### config.mk
export PLATFORM = sky130hd
export DESIGN_NAME = rtc_wdog
export DESIGN_NICKNAME = d
export VERILOG_FILES = /design/src/rtl/wdog_pkg.sv /design/src/rtl/wdog_cfg_reg.sv /design/src/rtl/wdog_countdown.sv /design/src/rtl/wdog_pulse_gen.sv /design/src/rtl/rtc_wdog.sv
export SDC_FILE = /design/constraint.sdc
export NUM_CORES = 1
export LEC_CHECK = 0
export BUFFER_PORTS_ARGS = -buffer_cell sky130_fd_sc_hd__buf_4
export CAP_MARGIN = 15
export CORE_MARGIN = 5
export CORE_UTILIZATION = 55
export CTS_BUF_LIST = sky130_fd_sc_hd__clkbuf_4
export DETAILED_ROUTE_END_ITERATION = 12
export PLACE_DENSITY = 0.89
export RECOVER_POWER = 100
export SLEW_MARGIN = 40
export SYNTH_ARGS = -nofsm -noshare
export SYNTH_HDL_FRONTEND = slang
export SYNTH_SLANG_ARGS = --single-unit
### constraint.sdc
create_clock -name clk_i -period 5.27 [get_ports clk_i]
set_clock_uncertainty 0.15 [all_clocks]
set_input_delay 1.054 -clock clk_i [delete_from_list [all_inputs] [get_ports clk_i]]
set_output_delay 1.054 -clock clk_i [all_outputs]
set_load 0.05 [all_outputs]
### src/rtl/wdog_pkg.sv
package wdog_pkg;
  localparam int CFG_W    = 8;
  localparam int MULT_LSB = 2;
  localparam int MULT_W   = 5;

  typedef enum logic [1:0] {
    BASE_NONE = 2'd0,
    BASE_1S   = 2'd1,
    BASE_4S   = 2'd2
  } base_e;

  // wide=1: bit 7 joins the resolution code, so a set bit 7 is invalid
  function automatic base_e decode_base(input logic [CFG_W-1:0] v, input logic wide);
    logic [2:0] code;
    code = {v[7] & wide, v[1:0]};
    if (v[MULT_LSB +: MULT_W] == '0) return BASE_NONE;
    case (code)
      3'b010:  return BASE_1S;
      3'b011:  return BASE_4S;
      default: return BASE_NONE;
    endcase
  endfunction
endpackage

### src/rtl/wdog_cfg_reg.sv
module wdog_cfg_reg
  import wdog_pkg::*;
#(
  parameter int          ADDR_W   = 8,
  parameter logic [7:0]  REG_ADDR = 8'h09,
  parameter bit          WIDE_RES = 1'b0
) (
  input  logic                clk_i,
  input  logic                rst_ni,
  input  logic                wr_en_i,
  input  logic [ADDR_W-1:0]   addr_i,
  input  logic [CFG_W-1:0]    wdata_i,
  output logic [CFG_W-1:0]    cfg_o,
  output logic                load_o,
  output logic [MULT_W-1:0]   load_mult_o,
  output base_e               load_base_o,
  output base_e               run_base_o
);
  logic [CFG_W-1:0] cfg_q;
  logic             hit;

  assign hit = wr_en_i && (addr_i == ADDR_W'(REG_ADDR));

  always_ff @(posedge clk_i or negedge rst_ni) begin
    if (!rst_ni)  cfg_q <= '0;
    else if (hit) cfg_q <= wdata_i;
  end

  assign cfg_o       = cfg_q;
  assign load_o      = hit;
  assign load_mult_o = wdata_i[MULT_LSB +: MULT_W];
  assign load_base_o = decode_base(wdata_i, WIDE_RES);
  assign run_base_o  = decode_base(cfg_q, WIDE_RES);
endmodule

### src/rtl/wdog_countdown.sv
module wdog_countdown
  import wdog_pkg::*;
(
  input  logic              clk_i,
  input  logic              rst_ni,
  input  logic              load_i,
  input  logic [MULT_W-1:0] load_mult_i,
  input  base_e             load_base_i,
  input  base_e             run_base_i,
  input  logic              tick_1s_i,
  input  logic              tick_4s_i,
  output logic              expire_o
);
  logic [MULT_W-1:0] cnt_q;
  logic              armed_q;
  logic              step;

  assign step = (run_base_i == BASE_1S && tick_1s_i) ||
                (run_base_i == BASE_4S && tick_4s_i);

  // load has priority over a coincident tick
  assign expire_o = armed_q && step && !load_i && (cnt_q == MULT_W'(1));

  always_ff @(posedge clk_i or negedge rst_ni) begin
    if (!rst_ni) begin
      cnt_q   <= '0;
      armed_q <= 1'b0;
    end else if (load_i) begin
      cnt_q   <= load_mult_i;
      armed_q <= (load_base_i != BASE_NONE);
    end else if (armed_q && step) begin
      cnt_q <= cnt_q - MULT_W'(1);
      if (cnt_q == MULT_W'(1)) armed_q <= 1'b0;
    end
  end
endmodule

### src/rtl/wdog_pulse_gen.sv
module wdog_pulse_gen #(
  parameter int RST_CYC = 8
) (
  input  logic clk_i,
  input  logic rst_ni,
  input  logic expire_i,
  output logic flag_o,
  output logic pulse_o
);
  localparam int PW = $clog2(RST_CYC + 1);

  logic [PW-1:0] pcnt_q;
  logic          flag_q;

  always_ff @(posedge clk_i or negedge rst_ni) begin
    if (!rst_ni) begin
      pcnt_q <= '0;
      flag_q <= 1'b0;
    end else begin
      if (expire_i) flag_q <= 1'b1;
      if (expire_i)           pcnt_q <= PW'(RST_CYC);
      else if (pcnt_q != '0)  pcnt_q <= pcnt_q - PW'(1);
    end
  end

  assign flag_o  = flag_q;
  assign pulse_o = (pcnt_q != '0);
endmodule

### src/rtl/rtc_wdog.sv
module rtc_wdog
  import wdog_pkg::*;
#(
  parameter int         ADDR_W   = 8,
  parameter logic [7:0] REG_ADDR = 8'h09,
  parameter bit         WIDE_RES = 1'b0,
  parameter int         RST_CYC  = 8
) (
  input  logic              clk_i,
  input  logic              rst_ni,
  input  logic              wr_en_i,
  input  logic [ADDR_W-1:0] addr_i,
  input  logic [7:0]        wdata_i,
  input  logic              tick_1s_i,
  input  logic              tick_4s_i,
  output logic [7:0]        cfg_o,
  output logic              wdog_flag_o,
  output logic              wdog_rst_o
);
  logic              load;
  logic [MULT_W-1:0] load_mult;
  base_e             load_base;
  base_e             run_base;
  logic              expire;

  wdog_cfg_reg #(
    .ADDR_W  (ADDR_W),
    .REG_ADDR(REG_ADDR),
    .WIDE_RES(WIDE_RES)
  ) u_cfg (
    .clk_i      (clk_i),
    .rst_ni     (rst_ni),
    .wr_en_i    (wr_en_i),
    .addr_i     (addr_i),
    .wdata_i    (wdata_i),
    .cfg_o      (cfg_o),
    .load_o     (load),
    .load_mult_o(load_mult),
    .load_base_o(load_base),
    .run_base_o (run_base)
  );

  wdog_countdown u_cnt (
    .clk_i      (clk_i),
    .rst_ni     (rst_ni),
    .load_i     (load),
    .load_mult_i(load_mult),
    .load_base_i(load_base),
    .run_base_i (run_base),
    .tick_1s_i  (tick_1s_i),
    .tick_4s_i  (tick_4s_i),
    .expire_o   (expire)
  );

  wdog_pulse_gen #(.RST_CYC(RST_CYC)) u_pulse (
    .clk_i   (clk_i),
    .rst_ni  (rst_ni),
    .expire_i(expire),
    .flag_o  (wdog_flag_o),
    .pulse_o (wdog_rst_o)
  );
endmodule

==> results of run 1 <==
==> layout make-up <==
class / instances / area [µm²] / share of cell area
Multi-Input combinational cell: 71 / 430 / 0.371
Inverter: 6 / 22.5 / 0.0194
Timing Repair Buffer: 30 / 184 / 0.158
Tap cell: 17 / 21.3 / 0.0183
Clock buffer: 3 / 22.5 / 0.0194
Clock inverter: 1 / 5.00 / 0.00431
Sequential cell: 19 / 475 / 0.409
==> sequential cells by signal (all words and copies together), names as in the netlist <==
register / cells
u_pulse.pcnt_q: 4
u_cnt.cnt_q: 5
u_cfg.cfg_o: 8
u_pulse.flag_o: 1
u_cnt.armed_q: 1
==> per-stage QoR <==
step            util  area, µm²
2_1_floorplan      -        941
6_report       0.695       1160
5_1_grt        0.695       1160
3_5_place_dp   0.706       1180
3_3_place_gp   0.706       1180
4_1_cts        0.723       1210
==> synthesized netlist by cell type, types with 2 or more instances <==
library cell / n / area [µm²]
nand3_1: 3 / 15.0
o211ai_1: 3 / 22.5
or3_1: 3 / 18.8
nor3b_1: 2 / 15.0
nand2_1: 26 / 97.6
xnor2_1: 2 / 17.5
or4_1: 3 / 22.5
nor2_1: 6 / 22.5
o21ai_1: 2 / 10.0
inv_1: 6 / 22.5
mux2_2: 2 / 22.5
ha_1: 3 / 37.5
o21ai_0: 3 / 15.0
dfrtp_1: 19 / 475
==> layer usage <==
metal / up-vias / track usage / wire length (µm) / share of wire
li1: 400 / - / - / -
met1: 386 / 0.194 / 844 / 0.38
met2: 20 / 0.333 / 1220 / 0.55
met3: 8 / 0.0466 / 85 / 0.038
met4: 0 / 0.127 / 68 / 0.031
met5: - / 0 / 0 / 0
==> how the worst max path moves through the flow <==
stage	slack, ps	end	cells after the start	from
2_1_floorplan	2750	wdog_rst_o	4	u_pulse.pcnt_q[0]$_DFFE_PN0P_
3_3_place_gp	2610	u_pulse.pcnt_q[3]$_DFFE_PN0P_	5	addr_i[4]
3_5_place_dp	2580	u_pulse.pcnt_q[3]$_DFFE_PN0P_	5	addr_i[4]
4_1_cts	2350	wdog_rst_o	5	u_pulse.pcnt_q[0]$_DFFE_PN0P_
5_1_grt	2130	wdog_rst_o	5	u_pulse.pcnt_q[0]$_DFFE_PN0P_
6_report	2250	wdog_rst_o	5	u_pulse.pcnt_q[0]$_DFFE_PN0P_
==> where the power goes <==
part | total [W] | internal (W) | switching (W)
Clock | 0.0000761 | 0.0000283 | 0.0000478
Sequential | 0.000183 | 0.000167 | 0.0000154
Combinational | 0.000119 | 0.0000504 | 0.0000686
==> logic make-up after synthesis <==
family,synth area share
mux,0.0359
buf+inv,0.0319
flops,0.505
compound gates,0.0997
simple gates,0.269
fa+ha+maj,0.0399
xor+xnor,0.0186
==> results.md, run 1 <==
* CP Cell Sequence: inv_1 -> ha_1 -> nor3b_1 -> inv_1 -> clkbuf_1
* Antenna diode count at 0
* Num CTS Buffers at 3
* Leakage at 0.584 nW
* Longest Clk Path Bufs at 2
* Placer Congestion at 0.828
* Slew HR at 0.348
* Most frequent cells in the layout: 26 x nand2_1, 19 x dfrtp_1, 18 x buf_4
* Min-delay worst type: flop to flop
* CP arrival at 1820 ps
* Final min period at 3020 ps
* Final worst path period share at 0.574
* Req. time, crit path at 4070 ps
* CTS clock-pin slew for the worst setup and hold paths at 120 ps
* Max Clk Rate at 331 MHz
* Delay-heaviest family, CP: buffers and inverters
* Post-route ant nets at 0
* Crit-path most repeated cell: inv_1
* Post-Syn Area per Cell at 9.60 µm²
* Drt total wl at 2.22 mm
* Seq/Total Area, Yosys at 0.505
* Via count at 814
* Final net count at 155
* Worst r2r src: u_cfg.cfg_o[2]$_DFFE_PN0P_
* Synth Instances at 98
* Worst path bufs/invs at 3
* Final WS setup at 2250 ps
* R2R depth at 4
* # DRC at 0
* Placed Cells at 143
* Critical path's slowest cell: nor3b_1
* Commonest non-fill, non-tap cell in the layout: nand2_1
* Vias in the first global route at 844
* RSZ-0062 raised after global routing: no
* Finished Layout Cells at 147
* CP startpoint kind: flop
* Antenna violations before repair at 0
* Setup-failing EPs final at 0
* Largest net degree at the start of global routing at 20
* FF-to-FF End: u_cnt.cnt_q[1]$_DFFE_PN0P_
* Die ar. at 2640 µm²
* EDFF count, synth at 0
* Router iterations before antenna repair at 4
* FP Rows at 15
* Ports at 31
* Core ar. at 1670 µm²
* Share of cells above drive strength 1 at 0.208
* Slowest stage delay, CP at 450 ps
* Slew Limit Fails at 0
* Flop-to-flop setup slack at 3180 ps
* Overflow after GRT at 0
* Final hold slack at 331 ps
* Dominant register cell in the synthesized netlist: dfrtp_1
* CTS Sinks at 19
* Post-CTS Resized at 0
* Syn nets at 122
* HPWL after DPL at 1.68 mm
* CP Max Fanout at 4
* First-pass GRT wire length at 3.63 mm
* Gr usage total at 0.189
* Initial Util at 0.563
* Setup WS pre-CTS at 2580 ps
* DIE WIDTH at 51.4 µm
* Area grow syn2layout at 23.4%
* Outcome: finished, final reports clean
* FF+latch count, synth at 19
* CTS tree: yes
* Critical path class: flop to output pin
* Synth cell types at 29
* Fillers at 120
* Final hold violations at 0
* Slew @ Worst Pin at 978 ps
* Post-CTS Setup Repair Bufs at 0
* Initial drt markers at 14
* Vias per cell at 5.54
* Setup tns final at 0 ps
* Root Driver: clkbuf_4
* Die H at 51.4 µm
* Yosys warns at 0
* Power Total at 0.000378 W
* Max cap viols at 0
* Hold Buf Count CTS at 0
* H-tree lvl count at 1
* VDD IR-drop max at 0.000218 V
* CP endpoint kind: output pin
* P per Cell Area at 325 nW/µm²
* Ys async rst share at 1.00
* Worst hold start: u_pulse.flag_o$_DFFE_PN0P_
* Hold EP: u_pulse.flag_o$_DFFE_PN0P_
* Worst Hold Depth at 1
* Clk_lat worst skew at 300 ps
* Mapped cell area at 941 µm²
* Port buffer count at 30
* Wire length per cell at 15.1 µm
Note: power is estimated with default switching activity, not from simulation.
==> run 2, diff against run 1 <==
--- a/config.mk
+++ b/config.mk
@@ -8,10 +8,10 @@
 export BUFFER_PORTS_ARGS = -buffer_cell sky130_fd_sc_hd__buf_4
 export CAP_MARGIN = 15
 export CORE_MARGIN = 5
-export CORE_UTILIZATION = 55
+export CORE_UTILIZATION = 46
 export CTS_BUF_LIST = sky130_fd_sc_hd__clkbuf_4
 export DETAILED_ROUTE_END_ITERATION = 12
-export PLACE_DENSITY = 0.89
+export PLACE_DENSITY = 0.8
 export RECOVER_POWER = 100
 export SLEW_MARGIN = 40
 export SYNTH_ARGS = -nofsm -noshare
==> constraint.sdc (replaced) <==
create_clock -name clk_i -period 2.5 [get_ports clk_i]
set_clock_uncertainty 0.15 [all_clocks]
set_input_delay 0.5 -clock clk_i [delete_from_list [all_inputs] [get_ports clk_i]]
set_output_delay 0.5 -clock clk_i [all_outputs]
set_load 0.05 [all_outputs]
==> results.md, run 2 (synthesis results as in run 1) <==
* Commonest non-fill, non-tap cell in the layout: nand2_1
* Slowest stage delay, CP at 390 ps (-60 ps)
* Slew Limit Fails at 0 (unchanged)
* Num CTS Buffers at 3 (unchanged)
* CP endpoint kind: output pin
* Met3 Track Usage GR at 0.0396 (-0.00702)
* Core ar. at 1960 µm² (+17%)
* Longest Clk Path Bufs at 2 (unchanged)
* Hold EP: u_cfg.cfg_o[0]$_DFFE_PN0P_
* Antenna diode count at 0 (unchanged)
* CTS tree: yes
* # DRC at 0 (unchanged)
* Ports at 31 (unchanged)
* Worst Hold Depth at 3 (+2)
* Top Usage Layer GRT: met2
* Worst r2r src: u_cfg.cfg_o[2]$_DFFE_PN0P_
* Req. time, crit path at 1850 ps (-2220 ps)
* R2R depth at 4 (unchanged)
* CTS clock-pin slew for the worst setup and hold paths at 110 ps (about the same)
* CP Max Fanout at 4 (unchanged)
* FF-to-FF End: u_cnt.cnt_q[1]$_DFFE_PN0P_
* Clk_lat worst skew at 300 ps (about the same)
* Port buffer count at 30 (unchanged)
* Sequential cell area at 475 µm² (unchanged)
* Delay-heaviest family, CP: buffers and inverters
* Router iterations before antenna repair at 4 (unchanged)
* Leakage at 0.600 nW (+2.8%)
* Min-delay worst type: input pin to flop
* Die ar. at 3050 µm² (+16%)
* Multi-input logic area at 432 µm² (+0.29%)
* Power Total at 0.000819 W (+120%)
* First-pass GRT wire length at 3.86 mm (+6.5%)
* Outcome: finished, final reports clean
* Die H at 55.2 µm (+7.5%)
* Post-route ant nets at 0 (unchanged)
* Final hold violations at 0 (unchanged)
* DIE WIDTH at 55.2 µm (+7.5%)
* Wire length per cell at 14.0 µm (-7.1%)
* Vias per cell at 5.22 (-5.7%)
* Critical path's slowest cell: dfrtp_1
* CP arrival at 1630 ps (-190 ps)
* Gr usage total at 0.158 (-0.0311)
* VDD IR-drop max at 0.000424 V (+95%)
* Worst hold start: wdata_i[0]
* Antenna violations before repair at 0 (unchanged)
* Max cap viols at 0 (unchanged)
* Crit-path most repeated cell: inv_1
* Placer Congestion at 0.764 (-7.7%)
* Largest net degree at the start of global routing at 20 (unchanged)
* Area grow syn2layout at 27.1%
* Setup-failing EPs final at 0 (unchanged)
* Final worst path period share at 0.911
* Final min period at 2280 ps
* Drt total wl at 2.23 mm (+0.50%)
* Flop-to-flop setup slack at 420 ps (-2760 ps)
* H-tree lvl count at 1 (unchanged)
* Max FFs per register at 8 (unchanged)
* CP Cell Sequence: inv_1 -> ha_1 -> nor3b_2 -> inv_1 -> clkbuf_2
* Worst path bufs/invs at 3 (unchanged)
* Fillers at 205 (+71%)
* GR Util met2 at 0.297 (-0.0353)
* CTS Sinks at 19 (unchanged)
* Most frequent cells in the layout: 26 x nand2_1, 19 x buf_4, 19 x dfrtp_1
* Root Driver: clkbuf_4
* Final net count at 157 (+1.3%)
* Vias in the first global route at 886 (+5.0%)
* FP Rows at 16 (+1)
* HPWL after DPL at 1.74 mm (+3.7%)
* Initial drt markers at 34 (+20)
* CP Depth at 5 (unchanged)
* Max Clk Rate at 439 MHz
* Initial Util at 0.480 (-0.0837)
* Slew @ Worst Pin at 1040 ps (+58.2 ps)
* Overflow after GRT at 0 (unchanged)
* Critical path class: flop to output pin
* Slew HR at 0.309 (-0.0388)
* CP startpoint kind: flop
* P per Cell Area at 685 nW/µm² (+110%)
* RSZ-0062 raised after global routing: no
* GR Util met1 at 0.162 (-0.0319)
* Via count at 830 (+2.0%)
* Share of cells above drive strength 1 at 0.220 (+0.0120)
* Setup tns final at 0 ps (unchanged)
[run 2: cell types whose count changed in the layout (fill, tap and decap cells not counted), sizes merged]
cell         delta
buf             +1
clkbuf          +1
clkinv          -1
dlygate4sd3     +1
[run 2: report_power, final]
part	switching [W]	leakage, nW	internal, W	total [W]
logic	0.000149	0.335	0.000111	0.000259
registers	0.0000348	0.247	0.000353	0.000387
clock network	0.0000995	0.0184	0.0000731	0.000173
[run 2: layer usage]
metal / share of wire / vias to the layer above
met5: 0 / -
met4: 0.026 / 0
met3: 0.038 / 7
met2: 0.56 / 19
met1: 0.38 / 401
li1: - / 403
[run 2: final cells by class]
class | instances | area share
inverter | 6 | 0.0188
timing repair buffer | 32 | 0.169
sequential | 19 | 0.397
clock buffer | 4 | 0.0251
multi-input combinational | 71 | 0.361
tap | 27 | 0.0282
[run 2: worst max-delay path by stage]
stage / startpoint / endpoint / slack, ps
floorplan: u_cfg.cfg_o[2]$_DFFE_PN0P_ / u_cnt.cnt_q[1]$_DFFE_PN0P_ / 370
finish: u_pulse.pcnt_q[0]$_DFFE_PN0P_ / wdog_rst_o / 220
global route: u_pulse.pcnt_q[0]$_DFFE_PN0P_ / wdog_rst_o / 110
CTS: u_pulse.pcnt_q[0]$_DFFE_PN0P_ / wdog_rst_o / 120
global placement: addr_i[4] / u_cnt.cnt_q[2]$_DFFE_PN0P_ / 480
detailed placement: addr_i[4] / u_cnt.cnt_q[2]$_DFFE_PN0P_ / 410
[run 2: timing repair]
action	4_1_cts	5_1_grt
buffers inserted	0	0
setup endpoints to repair	0	1
hold endpoints to repair	19	0
gates resized for setup	0	1
hold buffers	1	0
[run 2: stage by stage]
step	setup WS [ps]	std cells	hold slack, ps	utilization	area [µm²]
finish	223	159	242	0.610	1200
floorplan	373	98	54.4	-	941
CTS	116	159	238	0.632	1240
global route	109	159	251	0.610	1200
detailed placement	411	154	237	0.612	1200
global placement	484	154	234	0.612	1200
[run 2: worst register-to-register path, cell delays in order, from the launching register on]
cell,delay [ps]
dfrtp_1,410
or4_1,580
o2111ai_4,350
mux2_1,350
o21ai_0,160
